## src/rtl/dhms_pkg.sv

```systemverilog
package dhms_pkg;

  localparam int unsigned DHMS_LANES = 2;

  typedef enum logic {
    ACC_SHORT = 1'b0,
    ACC_LONG  = 1'b1
  } dhms_acc_mode_e;

endpackage

```

## src/rtl/dhms_rst_sync.sv

```systemverilog
module dhms_rst_sync #(
  parameter int unsigned STAGES = 2
) (
  input  logic clk,
  input  logic rst_n,
  output logic rst_sync_n
);

  logic [STAGES-1:0] chain_q;
  logic [STAGES-1:0] chain_d;

  always_comb begin
    chain_d = {chain_q[STAGES-2:0], 1'b1};
  end

  always_ff @(posedge clk or negedge rst_n) begin
    if (!rst_n) begin
      chain_q <= '0;
    end else begin
      chain_q <= chain_d;
    end
  end

  assign rst_sync_n = chain_q[STAGES-1];

endmodule

```

## src/rtl/dhms_lane_mul.sv

```systemverilog
module dhms_lane_mul
  import dhms_pkg::*;
#(
  parameter int unsigned HALF_W = 16,
  localparam int unsigned WORD_W = 2 * HALF_W,
  localparam int unsigned PROD_W = 2 * HALF_W
) (
  input  logic [WORD_W-1:0]            opa,
  input  logic [WORD_W-1:0]            opb,
  input  logic                         exch,
  output logic [DHMS_LANES*PROD_W-1:0] prod_flat
);

  // Lane 0 is the bottom lane, lane 1 the top lane.
  for (genvar g = 0; g < DHMS_LANES; g++) begin : g_lane
    logic signed [HALF_W-1:0] a_h;
    logic signed [HALF_W-1:0] b_h;
    logic signed [PROD_W-1:0] a_x;
    logic signed [PROD_W-1:0] b_x;
    logic signed [PROD_W-1:0] p;

    assign a_h = opa[g*HALF_W +: HALF_W];
    assign b_h = exch ? opb[(DHMS_LANES-1-g)*HALF_W +: HALF_W]
                      : opb[g*HALF_W +: HALF_W];
    assign a_x = PROD_W'(a_h);
    assign b_x = PROD_W'(b_h);
    assign p   = a_x * b_x;
    assign prod_flat[g*PROD_W +: PROD_W] = p;
  end

endmodule

```

## src/rtl/dhms_acc_add.sv

```systemverilog
module dhms_acc_add
  import dhms_pkg::*;
#(
  parameter int unsigned HALF_W = 16,
  localparam int unsigned WORD_W = 2 * HALF_W,
  localparam int unsigned PROD_W = 2 * HALF_W,
  localparam int unsigned DIFF_W = PROD_W + 1,
  localparam int unsigned LONG_W = 2 * WORD_W
) (
  input  logic [DHMS_LANES*PROD_W-1:0] prod_flat,
  input  dhms_acc_mode_e               mode,
  input  logic [WORD_W-1:0]            acc_hi,
  input  logic [WORD_W-1:0]            acc_lo,
  output logic [WORD_W-1:0]            res_hi,
  output logic [WORD_W-1:0]            res_lo
);

  logic [PROD_W-1:0] p_bot;
  logic [PROD_W-1:0] p_top;
  logic [DIFF_W-1:0] diff;
  logic [LONG_W-1:0] diff_ext;
  logic [LONG_W-1:0] sum_long;
  logic [WORD_W-1:0] sum_short;

  assign p_bot = prod_flat[0 +: PROD_W];
  assign p_top = prod_flat[PROD_W +: PROD_W];

  // Sign-extend each product by one bit so the difference cannot overflow.
  assign diff     = {p_bot[PROD_W-1], p_bot} - {p_top[PROD_W-1], p_top};
  assign diff_ext = {{(LONG_W-DIFF_W){diff[DIFF_W-1]}}, diff};

  assign sum_long  = diff_ext + {acc_hi, acc_lo};
  assign sum_short = diff[WORD_W-1:0] + acc_lo;

  always_comb begin
    unique case (mode)
      ACC_LONG: begin
        res_hi = sum_long[LONG_W-1:WORD_W];
        res_lo = sum_long[WORD_W-1:0];
      end
      default: begin
        res_hi = '0;
        res_lo = sum_short;
      end
    endcase
  end

endmodule

```

## src/rtl/dual_hmsa.sv

```systemverilog
module dual_hmsa
  import dhms_pkg::*;
#(
  parameter int unsigned HALF_W      = 16,
  parameter int unsigned SYNC_STAGES = 2,
  localparam int unsigned WORD_W     = 2 * HALF_W,
  localparam int unsigned PROD_W     = 2 * HALF_W
) (
  input  logic              clk,
  input  logic              rst_n,
  input  logic              in_valid,
  input  logic              in_exch,
  input  logic              in_long,
  input  logic [WORD_W-1:0] in_opa,
  input  logic [WORD_W-1:0] in_opb,
  input  logic [WORD_W-1:0] in_acc_hi,
  input  logic [WORD_W-1:0] in_acc_lo,
  output logic              out_valid,
  output logic [WORD_W-1:0] out_hi,
  output logic [WORD_W-1:0] out_lo
);

  logic                         rst_sync_n;
  logic [DHMS_LANES*PROD_W-1:0] prod_flat;
  dhms_acc_mode_e               mode;
  logic [WORD_W-1:0]            res_hi;
  logic [WORD_W-1:0]            res_lo;

  logic              vld_q;
  logic              vld_d;
  logic [WORD_W-1:0] hi_q;
  logic [WORD_W-1:0] hi_d;
  logic [WORD_W-1:0] lo_q;
  logic [WORD_W-1:0] lo_d;

  dhms_rst_sync #(
    .STAGES (SYNC_STAGES)
  ) u_rst_sync (
    .clk        (clk),
    .rst_n      (rst_n),
    .rst_sync_n (rst_sync_n)
  );

  dhms_lane_mul #(
    .HALF_W (HALF_W)
  ) u_mul (
    .opa       (in_opa),
    .opb       (in_opb),
    .exch      (in_exch),
    .prod_flat (prod_flat)
  );

  assign mode = in_long ? ACC_LONG : ACC_SHORT;

  dhms_acc_add #(
    .HALF_W (HALF_W)
  ) u_acc (
    .prod_flat (prod_flat),
    .mode      (mode),
    .acc_hi    (in_acc_hi),
    .acc_lo    (in_acc_lo),
    .res_hi    (res_hi),
    .res_lo    (res_lo)
  );

  // Next state: result words load only on a capture.
  always_comb begin
    vld_d = in_valid;
    hi_d  = hi_q;
    lo_d  = lo_q;
    if (in_valid) begin
      hi_d = res_hi;
      lo_d = res_lo;
    end
  end

  always_ff @(posedge clk or negedge rst_sync_n) begin
    if (!rst_sync_n) begin
      vld_q <= 1'b0;
      hi_q  <= '0;
      lo_q  <= '0;
    end else begin
      vld_q <= vld_d;
      hi_q  <= hi_d;
      lo_q  <= lo_d;
    end
  end

  assign out_valid = vld_q;
  assign out_hi    = hi_q;
  assign out_lo    = lo_q;

endmodule

```

## config.mk

```make
export PLATFORM = sky130hd
export DESIGN_NAME = dual_hmsa
export DESIGN_NICKNAME = d
export VERILOG_FILES = /design/src/rtl/dhms_pkg.sv /design/src/rtl/dhms_rst_sync.sv /design/src/rtl/dhms_lane_mul.sv /design/src/rtl/dhms_acc_add.sv /design/src/rtl/dual_hmsa.sv
export SDC_FILE = /design/constraint.sdc
export NUM_CORES = 2
export LEC_CHECK = 0
export ABC_CLOCK_PERIOD_IN_PS = 4500
export BUFFER_PORTS_ARGS = -buffer_cell sky130_fd_sc_hd__buf_2
export CORE_UTILIZATION = 58
export DETAILED_ROUTE_END_ITERATION = 8
export MAX_ROUTING_LAYER = met4
export PLACE_DENSITY = 0.77
export SYNTH_ARGS = -nofsm -noshare
export SYNTH_HDL_FRONTEND = slang
export SYNTH_SLANG_ARGS = --single-unit
```

## constraint.sdc

```tcl
create_clock -name clk -period 4.5 [get_ports clk]
set_input_delay 0.225 -clock clk [delete_from_list [all_inputs] [get_ports clk]]
set_output_delay 0.225 -clock clk [all_outputs]
set_load 0.02 [all_outputs]
```

======== Word-level counts from Yosys, hierarchy flattened ========
Index checks and enable logic that the tools add are counted.
storage, ports and cells
  bits in registers ....................... 67
  bits of input ports ..................... 133
cells by class
  multipliers ............................. 2
  multiplexer cells ....................... 5
  add/subtract/negate cells ............... 3
operators by type and width
  operator                      number
  adder 64 bit                  1
  multiplier 16 x 16 -> 32 bit  2
  2-to-1 mux 32 bit             2
  subtractor 32 x 32 -> 33 bit  1
  adder 32 bit                  1
  2-to-1 mux 16 bit             2
  2-to-1 mux 1 bit              1

======== Depth between registers and ports, before layout ========
  depth after elaboration ................. 5
  depth in mapped cells ................... 47
  gate-level depth less buffers ........... 42

======== Hierarchy ========
From an unflattened synthesis, not the netlist that was laid out.
second synthesis, totals
  cells, all modules ...................... 3,200
  area, all modules ....................... 28,782.6 um^2
modules (own cells, without submodules)
  module         seq. area each (um^2)  cells an instance  area each (um^2)  instances
  dhms_lane_mul  0.0                    2,224              20,283.2          1
  dhms_acc_add   0.0                    837                5,741.8           1
  dual_hmsa      1,626.6                136                2,703.8           1
  dhms_rst_sync  50.0                   3                  53.8              1

======== Worst setup path after synthesis ========
Ideal clock, no wire load.
  path type ............................... input-to-reg
  start ................................... input in_exch
  end ..................................... register hi_q[31], in the netlist out_hi[31]
  library setup time ...................... 132 ps
  buffers on the path ..................... 3
  required time ........................... 4,368 ps
  arrival time ............................ 11,947 ps
  path slack .............................. -7,579 ps
  stages .................................. 41
  path through ............................ clkbuf_1 > buf_1 > buf_1 > mux2_2 > nand2_1 > inv_1 > fa_1 > inv_1 > fa_1 > inv_1 > fa_1 > inv_1 > fa_1 > fa_1 > fa_1 > fa_1 > inv_1 > fa_1 > (+5 left out) > o22ai_1 > a211o_1 > a31o_2 > o211ai_1 > a21oi_1 > xnor2_1 > ha_1 > a21oi_2 > o21ai_2 > a21oi_1 > a2111oi_2 > nor2_1 > a2111oi_2 > o21ai_1 > or4_1 > o211ai_2 > xnor2_1 > o2bb2ai_1
on the way
  word-level cells in the longest chain between the ends .. 5
  elaborated cells on any way between the ends .. 7
  those cells by class .................... add/sub: 2; mul: 2; mux: 3
RTL lines
  element                           line                 source
  start, declared                   dual_hmsa.sv:12      input logic in_exch,
  2-to-1 mux 16 bit                 dhms_lane_mul.sv:23  assign b_h = exch ? opb[(DHMS_LANES-1-g)*HALF_W +: HALF_W]
  multiplier 16 x 16 -> 32 bit      dhms_lane_mul.sv:27  assign p = a_x * b_x;
  subtractor 32 x 32 -> 33 bit (*)  dhms_acc_add.sv:29   assign diff = {p_bot[PROD_W-1], p_bot} - {p_top[PROD_W-1], p_top};
  adder 64 bit (*)                  dhms_acc_add.sv:32   assign sum_long = diff_ext + {acc_hi, acc_lo};
  2-to-1 mux 32 bit (*)             dhms_acc_add.sv:36   unique case (mode)
  end signal, assigned              dual_hmsa.sv:84      hi_q <= hi_d;
  end, declared                     dual_hmsa.sv:31      logic [WORD_W-1:0] hi_q;
Every way passes the cells marked *; elsewhere a longest branch is shown, timed or not.
A chain may end at the register's enable or synchronous reset.

======== Final worst setup path ========
  start ................................... input in_exch
  end ..................................... register hi_q[28], in the netlist out_hi[28]
Same word-level chain as after synthesis.

==> metrics.txt <==
# TYPE chip_impl_metric gauge
chip_impl_info{name="outcome",value="finished, violations left"} 1
chip_impl_info{name="violations",value="negative setup slack"} 1
chip_impl_info{name="criticalPathCategory",value="input port to flop"} 1
chip_impl_metric{name="gp_congestion",unit=""} 1.05
chip_impl_metric{name="fp.dieArea",unit="um2"} 47300
chip_impl_metric{name="finalSetupViolCount",unit=""} 61
chip_impl_metric{name="avgViaCountPerCell",unit=""} 5.56
chip_impl_info{name="crit_start",value="in_exch"} 1
chip_impl_metric{name="vias_in_the_first_global_route",unit=""} 25700
chip_impl_info{name="critical_path.endpoint",value="out_hi[28]"} 1
chip_impl_metric{name="post-route-period-util",unit="%"} 220
chip_impl_metric{name="post-route-worst-setup-slack",unit="ps"} -5420
chip_impl_metric{name="max-cap-violations",unit=""} 0
chip_impl_metric{name="synth-edff-count",unit=""} 0
chip_impl_metric{name="skew",unit="ps"} 6.93
chip_impl_metric{name="reg2regPathDepth",unit=""} 1
chip_impl_metric{name="utilization",unit="%"} 77.7
chip_impl_metric{name="floorplan.io_pins",unit=""} 198
chip_impl_metric{name="finish.cell_count_without_fillers",unit=""} 4205
chip_impl_info{name="cp-end-kind",value="flop"} 1
chip_impl_metric{name="yosysSeqAreaShare",unit="%"} 6.22
chip_impl_info{name="postSynth.topFlopCell",value="sky130_fd_sc_hd__dfrtp_1"} 1
chip_impl_metric{name="core",unit="um2"} 45600
chip_impl_metric{name="cpPeakStageDelay",unit="ps"} 600
chip_impl_metric{name="pin_count_of_the_biggest_net_entering_global_routing",unit=""} 66
chip_impl_metric{name="max_clock_freq",unit="MHz"} 101
chip_impl_metric{name="final-hold-violation-count",unit=""} 0
chip_impl_info{name="path_common_cell",value="sky130_fd_sc_hd__fa_1"} 1
chip_impl_metric{name="worstPathBufferInverterCount",unit=""} 10
chip_impl_metric{name="clk_path_buf_depth",unit=""} 2
chip_impl_info{name="r2r-start",value="u_rst_sync.chain_q[1]"} 1
chip_impl_metric{name="final_net_count",unit=""} 4543
chip_impl_metric{name="drtAntennaViolNets",unit=""} 0
chip_impl_metric{name="synth-seq-cells",unit=""} 67
chip_impl_metric{name="post_drt_wl_per_cell",unit="um"} 19.4
chip_impl_metric{name="post_synth_inst_count",unit=""} 2918
chip_impl_metric{name="syn_to_final_growth",unit="%"} 31.3
chip_impl_metric{name="slew_violations",unit=""} 0
chip_impl_metric{name="required",unit="ps"} 4770
chip_impl_metric{name="slew_headroom",unit="%"} 22.7
chip_impl_metric{name="htree_num_levels",unit=""} 3
chip_impl_metric{name="synthesis.nets",unit=""} 3865
chip_impl_metric{name="die_height",unit="um"} 218
chip_impl_metric{name="postSynth.asyncResetShare",unit="%"} 100
chip_impl_metric{name="netlist-cell-type-count",unit=""} 74
chip_impl_metric{name="num_vias",unit=""} 23400
chip_impl_metric{name="drt-total-wl",unit="mm"} 81.4
chip_impl_metric{name="final.fill_count",unit=""} 2861
chip_impl_info{name="critical_path.top_delay_family",value="adder cells"} 1
chip_impl_metric{name="initial_antenna_violation_count",unit=""} 4
chip_impl_metric{name="ys.warnings.count",unit=""} 0
chip_impl_metric{name="initial_core_util",unit="%"} 59.2
chip_impl_metric{name="route.detailed.drc",unit=""} 0
chip_impl_metric{name="half_perimeter_wire_length_after_detailed_placement",unit="mm"} 66.6
chip_impl_metric{name="worst_tran_pin_value",unit="ps"} 1160
chip_impl_metric{name="clock_insertion_delay_at_the_later_pin_of_the_skew_report",unit="ps"} 340
chip_impl_metric{name="fp-row-count",unit=""} 78
chip_impl_info{name="startpoint_type",value="input port"} 1
chip_impl_metric{name="drt_first_iter_violations",unit=""} 1602
chip_impl_metric{name="synthesis.area_per_instance",unit="um2"} 9.24
chip_impl_metric{name="syn-cell-area",unit="um2"} 27000
chip_impl_metric{name="r2r_setup_slack",unit="ps"} 3470
chip_impl_metric{name="drt_pass_1_iters",unit=""} 8
chip_impl_metric{name="die_width",unit="um"} 218
chip_impl_info{name="rsz0062_at_grt",value="yes"} 1
chip_impl_info{name="tritoncts",value="built"} 1
chip_impl_metric{name="dp.cells",unit=""} 4100
chip_impl_metric{name="critical_path.max_fanout",unit=""} 6
chip_impl_metric{name="port-buffer-count",unit=""} 197
chip_impl_metric{name="number_of_buffers_inserted_during_clock_tree_synthesis",unit=""} 9
chip_impl_metric{name="grt_first_pass_wirelength",unit="mm"} 128
chip_impl_info{name="clock-root-buffer",value="sky130_fd_sc_hd__clkbuf_16"} 1
chip_impl_info{name="slowest_stage",value="sky130_fd_sc_hd__fa_1"} 1
chip_impl_info{name="critical_path.reg2reg.endpoint",value="out_hi[12]"} 1
chip_impl_metric{name="dp_worst_setup_slack",unit="ps"} -6160
chip_impl_metric{name="globalRouteOverflowTotal",unit=""} 0
chip_impl_info{name="timing.hold.worst.class",value="input port to asynchronous set/reset pin"} 1
chip_impl_metric{name="layout-drive-gt1-share",unit="%"} 32.0
chip_impl_metric{name="groute.usage.overall",unit="%"} 35.4
chip_impl_metric{name="timing.final.crit_period",unit="ps"} 9920
chip_impl_metric{name="path_clk_slew",unit="ps"} 60
chip_impl_metric{name="crit_cells",unit=""} 41
chip_impl_metric{name="clock_sink_count",unit=""} 67
chip_impl_metric{name="timing.critical_path.arrival",unit="ps"} 10190
[layout by cell type, fill, tap and decap left out, types with 10 or more instances in the layout]
cell type / count
sky130_fd_sc_hd__o21ai_0: 11
sky130_fd_sc_hd__buf_4: 486
sky130_fd_sc_hd__xnor2_1: 58
sky130_fd_sc_hd__fa_1: 574
sky130_fd_sc_hd__buf_6: 59
sky130_fd_sc_hd__nand2_2: 12
sky130_fd_sc_hd__nor2b_1: 152
sky130_fd_sc_hd__o2bb2ai_1: 31
sky130_fd_sc_hd__o21bai_1: 14
sky130_fd_sc_hd__nand3_1: 18
sky130_fd_sc_hd__fa_2: 16
sky130_fd_sc_hd__nand2b_1: 26
sky130_fd_sc_hd__xnor2_2: 15
sky130_fd_sc_hd__a21oi_1: 51
sky130_fd_sc_hd__or2_2: 15
sky130_fd_sc_hd__inv_2: 32
sky130_fd_sc_hd__a21oi_2: 37
sky130_fd_sc_hd__mux2_4: 20
sky130_fd_sc_hd__a21o_1: 42
sky130_fd_sc_hd__buf_2: 196
sky130_fd_sc_hd__clkbuf_16: 10
sky130_fd_sc_hd__buf_12: 16
sky130_fd_sc_hd__ha_4: 38
sky130_fd_sc_hd__nand2_1: 244
sky130_fd_sc_hd__dfrtp_1: 66
sky130_fd_sc_hd__o21a_1: 11
sky130_fd_sc_hd__mux2_2: 25
sky130_fd_sc_hd__o21ai_1: 18
sky130_fd_sc_hd__inv_1: 658
sky130_fd_sc_hd__and2_1: 126
sky130_fd_sc_hd__xor2_1: 25
sky130_fd_sc_hd__nand4_1: 13
sky130_fd_sc_hd__o21ai_2: 21
sky130_fd_sc_hd__mux2i_1: 10
sky130_fd_sc_hd__nor2_1: 56
sky130_fd_sc_hd__a21oi_4: 11
sky130_fd_sc_hd__ha_1: 184
[state kept, by name (all words and copies together), names as in the netlist]
name	count
out_lo	32
out_valid	1
u_rst_sync.chain_q	2
out_hi	32
[layout make-up]
class,count,area [um2],area share [%]
antenna,4,10.0,0.0283
clock buffer,9,225,0.636
clock inverter,7,92.6,0.261
inverter,691,2600,7.34
multi-input combinational,2060,24300,68.5
sequential,67,1680,4.74
tap,600,751,2.12
timing repair buffer,767,5790,16.4
[per-layer routing]
layer | part of all wire (%) | track usage, % | routed length, um
met4 | 4.0 | 11.4 | 3240
met5 | 0 | - | 0
met3 | 6.9 | 4.91 | 5610
met2 | 50 | 60.1 | 40400
met1 | 40 | 43.8 | 32200
[stage by stage]
| step | area, um2 | TNS [ps] | hold WS, ps |
|---|---|---|---|
| 3_5_place_dp | 32400 | -296050 | 12.8 |
| 6_report | 35400 | -263100 | 204 |
| 2_1_floorplan | 27400 | -258460 | -70.6 |
| 4_1_cts | 34400 | -249730 | 193 |
| 5_1_grt | 35400 | -277590 | 216 |
| 3_3_place_gp | 32400 | -287190 | 8.83 |
[synthesized netlist by cell type, drive strengths merged (17+ instances only)]
cell,number,area share (%)
a21oi,99,1.9
a21o,43,1.2
xor2,34,1.1
nand2b,31,0.72
o2bb2ai,32,1.0
and2,133,3.1
dfrtp,67,6.2
inv,691,9.6
or2,17,0.39
nor2,69,0.96
nand2,262,3.7
mux2,45,1.9
nand3,20,0.37
clkbuf,93,1.3
fa,590,44
nor2b,156,3.6
nor3,17,0.32
ha,224,10
xnor2,75,2.4
o21ai,54,1.0
[how the worst min path moves through the flow]
stage | startpoint | to | depth (start not counted)
final | rst_n | u_rst_sync.chain_q[0] | 2
after global routing | rst_n | u_rst_sync.chain_q[0] | 2
after CTS | rst_n | u_rst_sync.chain_q[0] | 2
after detailed placement | rst_n | u_rst_sync.chain_q[0] | 1
after global placement | rst_n | u_rst_sync.chain_q[0] | 1
after floorplan | rst_n | u_rst_sync.chain_q[0] | 0
[logic make-up after synthesis]
family,count (synthesis),share of synthesized area [%]
AO/OA/AOI/OAI,326,8.29
XOR/XNOR,109,3.54
adder cells (fa/ha/maj),814,54.2
buffers and inverters,791,11.0
flip-flops,67,6.22
multiplexers,59,2.40
other,1,0.0139
AND/OR/NAND/NOR,751,14.3
[what timing repair did]
action                                  4_1_cts  5_1_grt
hold buffers                                  1        0
endpoints found under the setup margin       61       61
buffers inserted                             53       35
endpoints found under the hold margin         2        0
pin swaps                                   126       86
resized for setup                           261      170
gates cloned                                  3        1
Power is not shown: default switching activity piles up to over one toggle a cycle in this logic, so the estimate is an artifact.
